$ cat src/rtl/phd_pkg.sv
package phd_pkg;

  typedef enum logic [1:0] {
    MODE_INTEG  = 2'b00,
    MODE_NORMAL = 2'b01,
    MODE_WINDOW = 2'b10,
    MODE_RSVD   = 2'b11
  } phd_mode_e;

  localparam int unsigned NUM_DISC = 2;
  localparam int unsigned DISC_LO  = 0;
  localparam int unsigned DISC_HI  = 1;

endpackage

$ cat src/rtl/phd_thresh.sv
module phd_thresh
  import phd_pkg::*;
#(
  parameter int unsigned DW      = 12,
  parameter int unsigned WIN_DIV = 10
) (
  input  logic          lo_src_ext_i,
  input  logic [DW-1:0] thr_lo_reg_i,
  input  logic [DW-1:0] thr_lo_ext_i,
  input  logic [DW-1:0] thr_hi_i,
  input  phd_mode_e     mode_i,
  output logic [DW-1:0] lo_thr_o,
  output logic [DW:0]   hi_thr_o
);

  localparam logic [DW-1:0] DIV_C = DW'(WIN_DIV);

  logic [DW-1:0] width_scaled;

  always_comb begin
    lo_thr_o     = lo_src_ext_i ? thr_lo_ext_i : thr_lo_reg_i;
    width_scaled = thr_hi_i / DIV_C;
    if (mode_i == MODE_WINDOW) begin
      hi_thr_o = {1'b0, lo_thr_o} + {1'b0, width_scaled};
    end else begin
      hi_thr_o = {1'b0, thr_hi_i};
    end
  end

endmodule

$ cat src/rtl/phd_level_disc.sv
module phd_level_disc #(
  parameter int unsigned TW = 13
) (
  input  logic          clk,
  input  logic          rst_ni,
  input  logic          en_i,
  input  logic [TW-1:0] smp_i,
  input  logic [TW-1:0] prev_i,
  input  logic [TW-1:0] thr_i,
  input  logic          clr_i,
  output logic          cross_o,
  output logic          flag_now_o
);

  logic flag_q, flag_n;

  always_comb begin
    cross_o    = en_i && (prev_i <= thr_i) && (smp_i > thr_i);
    flag_now_o = flag_q | cross_o;
    flag_n     = flag_q;
    if (en_i) begin
      flag_n = cross_o | (flag_q & ~clr_i);
    end
  end

  always_ff @(posedge clk or negedge rst_ni) begin
    if (!rst_ni) begin
      flag_q <= 1'b0;
    end else begin
      flag_q <= flag_n;
    end
  end


  cross_sets_flag_chk: assert property (@(posedge clk) disable iff (!rst_ni)
    cross_o |=> flag_q);


  flag_holds_chk: assert property (@(posedge clk) disable iff (!rst_ni)
    (flag_q && !clr_i) |=> flag_q);

endmodule

$ cat src/rtl/phd_cfd.sv
module phd_cfd #(
  parameter int unsigned DW = 12
) (
  input  logic          clk,
  input  logic          rst_ni,
  input  logic          en_i,
  input  logic [DW-1:0] smp_i,
  input  logic [DW-1:0] prev_i,
  input  logic [DW-1:0] floor_i,
  input  logic          clr_i,
  output logic          mark_o,
  output logic          done_now_o
);

  logic          armed_q, armed_n;
  logic          done_q,  done_n;
  logic [DW-1:0] peak_q,  peak_n;
  logic          arm;
  logic [DW:0]   smp_x2;

  always_comb begin
    smp_x2     = {smp_i, 1'b0};
    mark_o     = en_i && armed_q && (smp_x2 <= {1'b0, peak_q});
    arm        = en_i && !armed_q && (smp_i > floor_i) && (prev_i <= floor_i);
    done_now_o = done_q | mark_o;

    armed_n = armed_q;
    done_n  = done_q;
    peak_n  = peak_q;
    if (en_i) begin
      if (clr_i) begin
        armed_n = 1'b0;
        done_n  = 1'b0;
        peak_n  = '0;
      end else if (mark_o) begin
        armed_n = 1'b0;
        done_n  = 1'b1;
      end else if (arm) begin
        armed_n = 1'b1;
        done_n  = 1'b0;
        peak_n  = smp_i;
      end else if (armed_q && (smp_i > peak_q)) begin
        peak_n  = smp_i;
      end
    end
  end

  always_ff @(posedge clk or negedge rst_ni) begin
    if (!rst_ni) begin
      armed_q <= 1'b0;
      done_q  <= 1'b0;
      peak_q  <= '0;
    end else begin
      armed_q <= armed_n;
      done_q  <= done_n;
      peak_q  <= peak_n;
    end
  end


  arm_above_floor_chk: assert property (@(posedge clk) disable iff (!rst_ni)
    $rose(armed_q) |-> ($past(smp_i) > $past(floor_i)));


  mark_disarms_chk: assert property (@(posedge clk) disable iff (!rst_ni)
    mark_o |=> !armed_q);

endmodule

$ cat src/rtl/phd_core.sv
module phd_core
  import phd_pkg::*;
#(
  parameter int unsigned DW      = 12,
  parameter int unsigned IW      = 16,
  parameter int unsigned WIN_DIV = 10
) (
  input  logic          clk,
  input  logic          rst_n,
  input  logic          smp_vld,
  input  logic [DW-1:0] smp,
  input  logic [DW-1:0] thr_lo_reg,
  input  logic [DW-1:0] thr_lo_ext,
  input  logic          lo_src_ext,
  input  logic [DW-1:0] thr_hi_or_width,
  input  logic [1:0]    disc_mode,
  input  logic [DW-1:0] noise_floor,
  output logic          lo_cross,
  output logic          hi_cross,
  output logic          accept,
  output logic          tmark,
  output logic [IW-1:0] mark_idx,
  output logic          rearm
);

  localparam int unsigned TW = DW + 1;

  // reset: asynchronous assert, synchronous release
  logic rst_s1_q, rst_ni;
  always_ff @(posedge clk or negedge rst_n) begin
    if (!rst_n) begin
      rst_s1_q <= 1'b0;
      rst_ni   <= 1'b0;
    end else begin
      rst_s1_q <= 1'b1;
      rst_ni   <= rst_s1_q;
    end
  end

  phd_mode_e     mode;
  logic [DW-1:0] lo_thr;
  logic [DW:0]   hi_thr;
  logic [DW-1:0] prev_q, prev_n;
  logic [IW-1:0] idx_q, idx_n;
  logic          below_q, below_n;
  logic          below_now, clr;
  logic          mark, cf_done_now;
  logic          acc_c;
  logic [TW-1:0] thr_v [NUM_DISC];
  logic [NUM_DISC-1:0] cross_v, flag_v;

  logic          lo_cross_n, hi_cross_n, accept_n, tmark_n, rearm_n;
  logic [IW-1:0] mark_idx_n;

  assign mode = phd_mode_e'(disc_mode);

  phd_thresh #(.DW(DW), .WIN_DIV(WIN_DIV)) u_thresh (
    .lo_src_ext_i (lo_src_ext),
    .thr_lo_reg_i (thr_lo_reg),
    .thr_lo_ext_i (thr_lo_ext),
    .thr_hi_i     (thr_hi_or_width),
    .mode_i       (mode),
    .lo_thr_o     (lo_thr),
    .hi_thr_o     (hi_thr)
  );

  assign thr_v[DISC_LO] = {1'b0, lo_thr};
  assign thr_v[DISC_HI] = hi_thr;

  for (genvar gi = 0; gi < NUM_DISC; gi++) begin : g_disc
    phd_level_disc #(.TW(TW)) u_disc (
      .clk        (clk),
      .rst_ni     (rst_ni),
      .en_i       (smp_vld),
      .smp_i      ({1'b0, smp}),
      .prev_i     ({1'b0, prev_q}),
      .thr_i      (thr_v[gi]),
      .clr_i      (clr),
      .cross_o    (cross_v[gi]),
      .flag_now_o (flag_v[gi])
    );
  end

  phd_cfd #(.DW(DW)) u_cfd (
    .clk        (clk),
    .rst_ni     (rst_ni),
    .en_i       (smp_vld),
    .smp_i      (smp),
    .prev_i     (prev_q),
    .floor_i    (noise_floor),
    .clr_i      (clr),
    .mark_o     (mark),
    .done_now_o (cf_done_now)
  );

  always_comb begin
    below_now = below_q | (flag_v[DISC_LO] && (smp <= lo_thr));
    clr       = smp_vld && flag_v[DISC_LO] && below_now && cf_done_now;
    acc_c     = mark && flag_v[DISC_LO] &&
                (!flag_v[DISC_HI] || (mode == MODE_INTEG));

    below_n = below_q;
    prev_n  = prev_q;
    idx_n   = idx_q;
    if (smp_vld) begin
      below_n = clr ? 1'b0 : below_now;
      prev_n  = smp;
      idx_n   = idx_q + 1'b1;
    end

    lo_cross_n = cross_v[DISC_LO];
    hi_cross_n = cross_v[DISC_HI];
    tmark_n    = mark;
    accept_n   = acc_c;
    rearm_n    = clr;
    mark_idx_n = mark ? idx_q : mark_idx;
  end

  always_ff @(posedge clk or negedge rst_ni) begin
    if (!rst_ni) begin
      below_q  <= 1'b0;
      prev_q   <= '0;
      idx_q    <= '0;
      lo_cross <= 1'b0;
      hi_cross <= 1'b0;
      tmark    <= 1'b0;
      accept   <= 1'b0;
      rearm    <= 1'b0;
      mark_idx <= '0;
    end else begin
      below_q  <= below_n;
      prev_q   <= prev_n;
      idx_q    <= idx_n;
      lo_cross <= lo_cross_n;
      hi_cross <= hi_cross_n;
      tmark    <= tmark_n;
      accept   <= accept_n;
      rearm    <= rearm_n;
      mark_idx <= mark_idx_n;
    end
  end


  accept_at_mark_chk: assert property (@(posedge clk) disable iff (!rst_ni)
    accept |-> tmark);


  rearm_needs_lower_chk: assert property (@(posedge clk) disable iff (!rst_ni)
    rearm |-> $past(flag_v[DISC_LO]));


  window_order_chk: assert property (@(posedge clk) disable iff (!rst_ni)
    (mode == MODE_WINDOW) |-> (hi_thr >= {1'b0, lo_thr}));


  idle_quiet_chk: assert property (@(posedge clk) disable iff (!rst_ni)
    !$past(smp_vld) |-> !(lo_cross || hi_cross || tmark || rearm));

endmodule

$ cat config.mk
export PLATFORM = sky130hd
export DESIGN_NAME = phd_core
export DESIGN_NICKNAME = d
export VERILOG_FILES = /design/src/rtl/phd_pkg.sv /design/src/rtl/phd_thresh.sv /design/src/rtl/phd_level_disc.sv /design/src/rtl/phd_cfd.sv /design/src/rtl/phd_core.sv
export SDC_FILE = /design/constraint.sdc
export NUM_CORES = 1
export LEC_CHECK = 0
export ABC_CLOCK_PERIOD_IN_PS = 6410
export BUFFER_PORTS_ARGS = -buffer_cell sky130_fd_sc_hd__buf_4
export CORE_UTILIZATION = 50
export DETAILED_ROUTE_END_ITERATION = 10
export PLACE_DENSITY = 0.79
export SLEW_MARGIN = 20
export SYNTH_ARGS = -nofsm -noshare
export SYNTH_HDL_FRONTEND = slang
export SYNTH_SLANG_ARGS = --single-unit
$ cat constraint.sdc
create_clock -name clk -period 6.41 [get_ports clk]
set_input_delay 0.641 -clock clk [delete_from_list [all_inputs] [get_ports clk]]
set_output_delay 0.641 -clock clk [all_outputs]
set_load 0.005 [all_outputs]
==> impl_metrics.env, run 1 <==
export IMPL_status="complete, but fails checks"
export IMPL_failed_checks="negative setup slack"
export IMPL_hp_class="in2async"
export IMPL_synth_area_per_cell_um2=9.21
export IMPL_total_power_mw=2.22
export IMPL_pwr_density_cell_nw_per_um2=255
export IMPL_ff2ff_setup_slack_ps=2710
export IMPL_fillCellCount=999
export IMPL_slowest_delay_ps=360
export IMPL_final_cell_mix="buf_4, ha_1, dfrtp_1, inv_1, nor2_1"
export IMPL_cp_max_fo=10
export IMPL_worstRegToRegCells=16
export IMPL_dpl_cell_area_um2=7950
export IMPL_wl_per_cell_um=16.8
export IMPL_multi_input_area_um2=4760
export IMPL_skew_ps=5.83
export IMPL_cp_start_kind="primary input"
export IMPL_slew_viol_final=0
export IMPL_worstSetupPathType="in2reg"
export IMPL_max_slew_margin_rel_pct=48.4
export IMPL_antenna_found_initial=0
export IMPL_fp_coreArea_um2=12700
export IMPL_ant_nets=0
export IMPL_finalHoldViolCount=0
export IMPL_drive_gt1_share_pct=32.5
export IMPL_async_flop_share_pct=100
export IMPL_cp_buffers_inverters=3
export IMPL_cts_buffers=9
export IMPL_setup_viol=3
export IMPL_cts_hold_buf=0
export IMPL_ys_seq_area_share_pct=25.8
export IMPL_areaGrowthSynthToFinish_pct=31.9
export IMPL_diodes=0
export IMPL_critPathRequiredTime_ps=6630
export IMPL_synth_seq_cells=68
export IMPL_layout_setup_ws_ps=-447
export IMPL_fin_setup_tns_ps=-1060
export IMPL_pin_count=87
export IMPL_period_share_pct=107
export IMPL_clockBufferDepth=2
export IMPL_endpoint_kind="register"
export IMPL_dp_final_hpwl_um=13200
export IMPL_via_per_inst=5.75
export IMPL_rows=41
export IMPL_cp_slowest_cell="or3_1"
export IMPL_final_area_um2=8700
export IMPL_vdd_drop_max_v=0.000248
export IMPL_path_delay_family="compound AO/OA/AOI/OAI gates"
export IMPL_ff_latch_area_um2=1700
export IMPL_cts_root_buf="clkbuf_16"
export IMPL_grt_pass1_vias=5911
export IMPL_tightestPinTransition_ps=772
export IMPL_max_freq_ghz=0.146
export IMPL_io_buffers=86
export IMPL_syn_nets=886
export IMPL_gp_congestion=0.912
export IMPL_clk_pin_slew_ps=50
export IMPL_utilization_pct=68.4
export IMPL_syn_inst=716
export IMPL_post_place_cells=1026
export IMPL_yosys_warnings=0
export IMPL_syn_area_um2=6590
export IMPL_drv_cap=0
export IMPL_via_count=6111
export IMPL_final_nets=1055
export IMPL_routed_wl_um=17900
export IMPL_cts_max_level=3
export IMPL_timing_rr_start="u_cfd.peak_q[1]"
export IMPL_grt_overflow_total=0
export IMPL_final_common_cell="buf_4"
export IMPL_die_w_um=117
export IMPL_grt_pass1_wl_um=28700
export IMPL_holdWs_ps=83.2
export IMPL_drc=0
export IMPL_insertion_delay_ps=330
export IMPL_dpl_worst_slack_ps=-676
export IMPL_cts_num_sinks=68
export IMPL_grt_max_degree=48
export IMPL_synthDistinctLibCells=79
export IMPL_track_usage_pct=26.8
export IMPL_drtIter0Drc=575
export IMPL_cts_tree="yes"
export IMPL_layoutNonFillerInstCount=1062
export IMPL_die_area_um2=13600
export IMPL_dr_pass1_iters=5
export IMPL_timing_critical_path_mode_cell="a21oi_2"
export IMPL_timing_rr_end="g_disc[0].u_disc.flag_q"
export IMPL_p_leak_nw=4.35
export IMPL_yosys_most_used_dff="dfrtp_1"
export IMPL_period_minus_slack_ps=6860
export IMPL_synth_edf_count=0
export IMPL_rsz0062_at_grt="yes"
export IMPL_start_util_pct=51.8
export IMPL_die_h_um=117
export IMPL_arrival_ps=7070
synthesized netlist by cell type (3+ instances only):
master    number  area (um^2)
xor2_1         8         70.1
a211o_1        3         26.3
inv_1         51          191
and2_1         4         25.0
mux2_2        30          338
a211oi_1      10         75.1
o21a_1        10         75.1
or3_1          4         25.0
clkbuf_1      13         48.8
nand2b_1       8         50.1
nand4_1       25          156
nor3_1        16         80.1
buf_2          4         20.0
mux2i_1       30          300
and3_1        10         62.6
o21ai_0       24          120
nand3_1       16         80.1
a21oi_1       50          250
dfrtp_1       68         1700
nor2b_1       15         93.8
xnor2_1       20          175
buf_1          3         11.3
nor4_1         6         37.5
o32ai_1        3         26.3
inv_2          3         11.3
buf_4          3         22.5
nor2_1        48          180
ha_1         103         1290
buf_6          4         45.0
a21o_1        30          225
a31oi_1        3         18.8
nand2_1       21         78.8
o211ai_1       4         30.0
maj3_1         3         30.0
o21bai_1       8         60.1
cell type report:
| type | count | area share (%) |
|---|---|---|
| sequential | 68 | 19.6 |
| timing repair buffer | 185 | 16.9 |
| clock inverter | 7 | 1.14 |
| tap | 172 | 2.47 |
| timing repair inverter | 1 | 0.0719 |
| multi-input combinational | 565 | 54.7 |
| clock buffer | 9 | 2.59 |
| inverter | 55 | 2.46 |
worst max-delay path by stage:
stage                        from      to  slack [ps]  cells past startpoint
2_1_floorplan  thr_hi_or_width[9]  accept        -260                     36
3_3_place_gp   thr_hi_or_width[9]  accept        -470                     36
3_5_place_dp   thr_hi_or_width[7]  accept        -680                     35
4_1_cts        thr_hi_or_width[7]  accept        -110                     35
5_1_grt        thr_hi_or_width[9]  accept        -820                     36
6_report       thr_hi_or_width[9]  accept        -450                     36
cell families (layout without fill, tap and decap cells):
| logic type | after synthesis | count (layout) | synth area share (%) |
|---|---|---|---|
| AOI/OAI and AO/OA | 181 | 181 | 19.2 |
| xor gates and xnor gates | 29 | 29 | 3.97 |
| adders and majority gates | 108 | 108 | 20.5 |
| buffers and inverters | 83 | 257 | 5.71 |
| DFF | 68 | 68 | 25.8 |
| muxes | 60 | 60 | 9.68 |
| other | 1 | 1 | 0.0569 |
| and+or+nand+nor | 186 | 186 | 15.0 |
worst reg2reg max path: cells and delay by family, from the launching register on:
kind | cells | cell delay (ps)
AND/OR/NAND/NOR | 2 | 660
buffers and inverters | 3 | 740
flip-flops | 1 | 380
AO/OA/AOI/OAI | 10 | 1570
adder cells (fa/ha/maj) | 1 | 220
where the power goes:
| group | switching (mW) | internal, mW |
|---|---|---|
| Combinational | 0.524 | 0.545 |
| Clock | 0.193 | 0.343 |
| Sequential | 0.0822 | 0.531 |
registers in the layout, summed over array words and instances (netlist names):
register	count
accept	1
below_q	1
g_disc.u_disc.flag_q	2
hi_cross	1
idx_q	16
lo_cross	1
mark_idx	16
prev_q	12
rearm	1
rst_ni	1
rst_s1_q	1
tmark	1
u_cfd.armed_q	1
u_cfd.done_q	1
u_cfd.peak_q	12
timing repair:
action	in CTS	in global routing
setup endpoints to repair	3	3
setup buffers	9	9
pin swaps	13	38
gates resized for setup	24	29
cloned	1	1
per-layer routing:
layer  part of all wire (%)  global-route usage (%)  vias up
li1                       -                       -     2982
met1                     46                    35.3     2924
met2                     48                    46.2      176
met3                    4.6                    4.74       29
met4                    1.6                    5.91        0
met5                      0                       0        -
(Power assumes the default switching activity.)
==> run 2: changes to the inputs <==
SETUP_SLACK_MARGIN = 0.3   (was not set)
==> run 2 against run 1 <==
Against the previous run: the run still ends with negative setup slack left; combinational power barely moved; utilization rose by 0.48 points; cell area rose by 0.71%; final cell count rose by 0.38%; sequential share of layout area fell by 0.14 points; largest power group unchanged; highest routed layer unchanged; die area did not move; register-to-register slack barely moved.
==> impl_metrics.env, run 2 (synthesis results as in run 1) <==
export IMPL_status="complete, but fails checks"
export IMPL_failed_checks="negative setup slack"
export IMPL_routed_wl_um=18100
export IMPL_final_nets=1059
export IMPL_vdd_drop_max_v=0.000248
export IMPL_pwr_density_cell_nw_per_um2=254
export IMPL_max_freq_ghz=0.150
export IMPL_slew_viol_final=0
export IMPL_antenna_found_initial=0
export IMPL_cp_slowest_cell="or3b_4"
export IMPL_final_common_cell="buf_4"
export IMPL_fillCellCount=1001
export IMPL_cts_tree="yes"
export IMPL_rsz0062_at_grt="yes"
export IMPL_arrival_ps=6880
export IMPL_areaGrowthSynthToFinish_pct=32.9
export IMPL_holdWs_ps=83.8
export IMPL_skew_ps=5.59
export IMPL_grt_pass1_wl_um=29000
export IMPL_cts_hold_buf=0
export IMPL_start_util_pct=51.8
export IMPL_drv_cap=0
export IMPL_drc=0
export IMPL_endpoint_kind="register"
export IMPL_gp_congestion=0.912
export IMPL_ant_nets=0
export IMPL_rows=41
export IMPL_cts_buffers=9
export IMPL_setup_viol=3
export IMPL_io_buffers=86
export IMPL_period_minus_slack_ps=6660
export IMPL_layout_setup_ws_ps=-253
export IMPL_die_w_um=117
export IMPL_period_share_pct=104
export IMPL_drive_gt1_share_pct=33.4
export IMPL_grt_pass1_vias=5949
export IMPL_die_h_um=117
export IMPL_utilization_pct=68.8
export IMPL_worstSetupPathType="in2reg"
export IMPL_cts_num_sinks=68
export IMPL_dpl_worst_slack_ps=-676
export IMPL_wl_per_cell_um=17.0
export IMPL_final_cell_mix="buf_4, ha_1, dfrtp_1, inv_1, nor2_1"
export IMPL_pin_count=87
export IMPL_die_area_um2=13600
export IMPL_critPathRequiredTime_ps=6630
export IMPL_fp_coreArea_um2=12700
export IMPL_via_count=6134
export IMPL_diodes=0
export IMPL_via_per_inst=5.75
export IMPL_p_leak_nw=4.37
export IMPL_track_usage_pct=27.1
export IMPL_timing_critical_path_mode_cell="a21oi_2"
export IMPL_layoutNonFillerInstCount=1066
export IMPL_total_power_mw=2.22
export IMPL_finalHoldViolCount=0
export IMPL_slowest_delay_ps=380
export IMPL_dr_pass1_iters=5
export IMPL_cp_start_kind="primary input"
export IMPL_tightestPinTransition_ps=751
export IMPL_clockBufferDepth=2
export IMPL_cp_max_fo=9
export IMPL_post_place_cells=1026
export IMPL_hp_class="in2async"
export IMPL_cts_root_buf="clkbuf_16"
export IMPL_max_slew_margin_rel_pct=48.5
export IMPL_grt_overflow_total=0
export IMPL_dp_final_hpwl_um=13200
export IMPL_drtIter0Drc=535
export IMPL_grt_max_degree=48
export IMPL_top_regs="idx_q x16, mark_idx x16"
export IMPL_insertion_delay_ps=330
export IMPL_clk_pin_slew_ps=50
export IMPL_cts_max_level=3
-- run 2: cell types whose count changed in the layout (fill, tap and decap cells not counted), sizes merged --
cell,before,now
buf,184,188
-- run 2: routing by layer --
| layer | track usage, % | part of all wire (%) | vias to the layer above |
|---|---|---|---|
| li1 | - | - | 2993 |
| met1 | 35.6 | 45 | 2937 |
| met2 | 47.1 | 49 | 182 |
| met3 | 4.74 | 4.8 | 22 |
| met4 | 5.57 | 1.3 | 0 |
| met5 | 0 | 0 | - |
-- run 2: final timing paths --
check                      slack (ps)                start  cells after the start                      end
max                              -250  thr_hi_or_width[10]                     37                   accept
min                                80                rst_n                      1                   rst_ni
max reg2reg                      2710      u_cfd.peak_q[1]                     16  g_disc[0].u_disc.flag_q
min reg2reg                       220               rst_ni                      0                    tmark
max in group asynchronous        5250               rst_ni                      1                prev_q[9]
min in group clk                  350             rst_s1_q                      0                   rst_ni
-- run 2: power breakdown --
group | internal, mW | total [mW] | leakage, nW | switching [mW]
combinational | 0.550 | 1.08 | 3.35 | 0.525
clock | 0.343 | 0.536 | 0.156 | 0.193
sequential | 0.531 | 0.613 | 0.870 | 0.0822
-- run 2: metrics by stage --
stage / setup TNS, ps / cell area [um^2]
6_report: -478 / 8760
3_5_place_dp: -1630 / 7950
2_1_floorplan: -407 / 6660
4_1_cts: -81.1 / 8560
5_1_grt: -1720 / 8760
3_3_place_gp: -1080 / 7950
-- run 2: worst max-delay path, delay by kind of cell --
family	cells	cell delay, ps
compound gates	21	3150
simple gates	7	1350
xor+xnor	2	350
fa+ha+maj	3	850
buf+inv	4	520
-- run 2: what timing repair did --
| action | CTS | global route |
|---|---|---|
| resized for setup | 42 | 23 |
| pin swaps | 14 | 19 |
| setup buffers | 11 | 10 |
| cloned | 2 | 1 |
| hold endpoints to repair | 0 | 0 |
| setup endpoints to repair | 3 | 3 |
-- run 2: cell type report --
class                      instances  area [um^2]  area share [%]
timing repair inverter             1         6.26          0.0714
timing repair buffer             189         1530            17.4
clock buffer                       9          225            2.57
clock inverter                     7         98.8            1.13
inverter                          55          211            2.41
sequential                        68         1700            19.4
multi-input combinational        565         4770            54.5
tap                              172          215            2.46
==> run 3: changes to the inputs <==
--- a/config.mk
+++ b/config.mk
@@ -8,7 +8,7 @@
 export ABC_CLOCK_PERIOD_IN_PS = 6410
 export BUFFER_PORTS_ARGS = -buffer_cell sky130_fd_sc_hd__buf_4
-export CORE_UTILIZATION = 50
+export CORE_UTILIZATION = 52
 export DETAILED_ROUTE_END_ITERATION = 10
-export PLACE_DENSITY = 0.79
+export PLACE_DENSITY = 0.81
 export SETUP_SLACK_MARGIN = 0.3
 export SLEW_MARGIN = 20
==> constraint.sdc (replaced) <==
create_clock -name clk -period 6.41 [get_ports clk]
set_input_delay 1.282 -clock clk [delete_from_list [all_inputs] [get_ports clk]]
set_output_delay 1.282 -clock clk [all_outputs]
set_load 0.005 [all_outputs]
==> run 3 against run 2 <==
Against the previous run: the flow still finishes with violations (negative setup slack); count of clock-buffer cells in the layout did not move; flip-flop and latch count is the same; critical path depth is 2 higher; global-route usage up 1.8 points; utilization increased by 2.5 points; routed wire length grew 1.7%; largest power group unchanged.
==> impl_metrics.env, run 3 (synthesis results as in run 1) <==
export IMPL_dr_pass1_iters=5
export IMPL_cp_max_fo=7
export IMPL_skew_ps=3.97
export IMPL_timing_critical_path_mode_cell="a21oi_2"
export IMPL_sequentialPowerShare_pct=27.8
export IMPL_period_minus_slack_ps=7510
export IMPL_endpoint_kind="register"
export IMPL_start_util_pct=54.2
export IMPL_tightestPinTransition_ps=800
export IMPL_cts_buffers=9
export IMPL_final_area_um2=8680
export IMPL_whs_path_depth=0
export IMPL_vdd_drop_max_v=0.000314
export IMPL_critPathRequiredTime_ps=6630
export IMPL_via_count=6115
export IMPL_pwr_density_cell_nw_per_um2=254
export IMPL_final_cell_mix="buf_4, ha_1, dfrtp_1, inv_1, nor2_1"
export IMPL_max_slew_margin_rel_pct=46.7
export IMPL_grt_max_degree=67
export IMPL_worstSetupPathType="in2reg"
export IMPL_fillCellCount=936
export IMPL_via_per_inst=5.76
export IMPL_grt_pass1_vias=6203
export IMPL_die_area_um2=13100
export IMPL_track_usage_pct=28.9
export IMPL_p_clk_share_pct=24.3
export IMPL_hp_class="reg2reg"
export IMPL_cts_root_buf="clkbuf_16"
export IMPL_antenna_found_initial=0
export IMPL_fp_coreArea_um2=12200
export IMPL_arrival_ps=7730
export IMPL_pin_count=87
export IMPL_wl_per_cell_um=17.3
export IMPL_insertion_delay_ps=330
export IMPL_dpl_cell_area_um2=8060
export IMPL_layout_setup_ws_ps=-1100
export IMPL_switchingPower_mw=0.801
export IMPL_top_regs="idx_q x16, mark_idx x16"
export IMPL_areaGrowthSynthToFinish_pct=31.7
export IMPL_rows=40
export IMPL_fin_setup_tns_ps=-3150
export IMPL_p_int_mw=1.41
export IMPL_slowest_delay_ps=380
export IMPL_drive_gt1_share_pct=33.0
export IMPL_swShare_pct=36.3
export IMPL_rsz0062_at_grt="yes"
export IMPL_die_w_um=115
export IMPL_setup_viol=3
export IMPL_dpl_worst_slack_ps=-1490
export IMPL_period_share_pct=117
export IMPL_cts_max_level=3
export IMPL_drtIter0Drc=421
export IMPL_grt_pass1_wl_um=30000
export IMPL_die_h_um=115
export IMPL_cp_start_kind="primary input"
export IMPL_dp_final_hpwl_um=14100
export IMPL_diodes=0
export IMPL_multi_input_area_um2=4730
export IMPL_clk_pin_slew_ps=60
export IMPL_ff_latch_area_um2=1700
export IMPL_max_freq_ghz=0.133
export IMPL_cp_slowest_cell="or3_1"
export IMPL_slew_viol_final=0
export IMPL_clockBufferDepth=2
export IMPL_finalHoldViolCount=0
export IMPL_failed_checks="negative setup slack"
export IMPL_io_buffers=86
export IMPL_final_nets=1059
export IMPL_status="complete, but fails checks"
export IMPL_gp_congestion=0.867
export IMPL_drv_cap=0
export IMPL_power_frac_comb_pct=47.9
export IMPL_worstRegToRegCells=14
export IMPL_ant_nets=0
export IMPL_cts_tree="yes"
export IMPL_grt_overflow_total=0
export IMPL_final_common_cell="buf_4"
export IMPL_cts_num_sinks=68
export IMPL_drc=0
export IMPL_routed_wl_um=18400
export IMPL_p_leak_nw=4.36
run 3: cell types whose count changed in the layout (fill, tap and decap cells not counted), moves of 2 or more:
| cell | before | now |
|---|---|---|
| nor2b_4 | 1 | 3 |
| nor3_2 | 0 | 2 |
| o21ai_0 | 19 | 22 |
| nor3_1 | 16 | 14 |
| nor4_2 | 3 | 1 |
| and3_4 | 1 | 3 |
| and3_1 | 9 | 7 |
| o21ai_1 | 6 | 3 |
run 3: path summary, 6_finish.rpt:
check	startpoint	endpoint	slack (ps)
min	rst_s1_q	rst_ni	350
max	thr_hi_or_width[9]	accept	-1100
min reg2reg	rst_s1_q	rst_ni	350
min in group asynchronous	rst_ni	rearm	450
max in group asynchronous	rst_ni	hi_cross	5460
max reg2reg	prev_q[5]	u_cfd.peak_q[9]	2920
run 3: power by group through the flow:
stage	Clock, mW	Combinational (mW)	Sequential (mW)
2_1_floorplan	0	0.641	0.602
3_3_place_gp	0	0.936	0.610
3_5_place_dp	0	0.991	0.617
4_1_cts	0.544	1.04	0.613
5_1_grt	0.560	1.17	0.625
6_report	0.536	1.06	0.614
run 3: worst max-delay path: cells and delay by family:
kind                     cells  cell delay [ps]
AND/OR/NAND/NOR             10             1520
XOR/XNOR                     1              180
buffers and inverters        5              720
adder cells (fa/ha/maj)      3              840
AO/OA/AOI/OAI               20             3190
run 3: layer usage:
metal | vias up | routed length, um | global-route usage (%)
li1 | 2998 | - | -
met1 | 2948 | 8250 | 37.0
met2 | 141 | 9130 | 51.3
met3 | 28 | 752 | 4.29
met4 | 0 | 265 | 6.84
met5 | - | 0 | 0
run 3: cell type report:
class | instances | share of cell area, %
clock buffers | 9 | 2.59
clock inverters | 7 | 1.14
inverters | 55 | 2.47
multi-input cells | 565 | 54.5
flip-flops and latches | 68 | 19.6
well taps | 168 | 2.42
repair buffers | 189 | 17.2
repair inverters | 1 | 0.0721
run 3: repair_timing:
action,CTS,global route
gates cloned,0,1
buffers inserted,9,2
hold buffers,0,0
pin swaps,37,5
endpoints found under the setup margin,3,3
resized for setup,39,11
run 3: through the flow:
stage               std cells  total power, mW  hold slack, ps  util [%]
floorplan                 716             1.24             331         -
global placement         1034             1.55             337      66.3
detailed placement       1034             1.61             335      66.3
CTS                      1059             2.19             349      70.8
global route             1062             2.35             350      71.4
finish                   1062             2.21             346      71.4
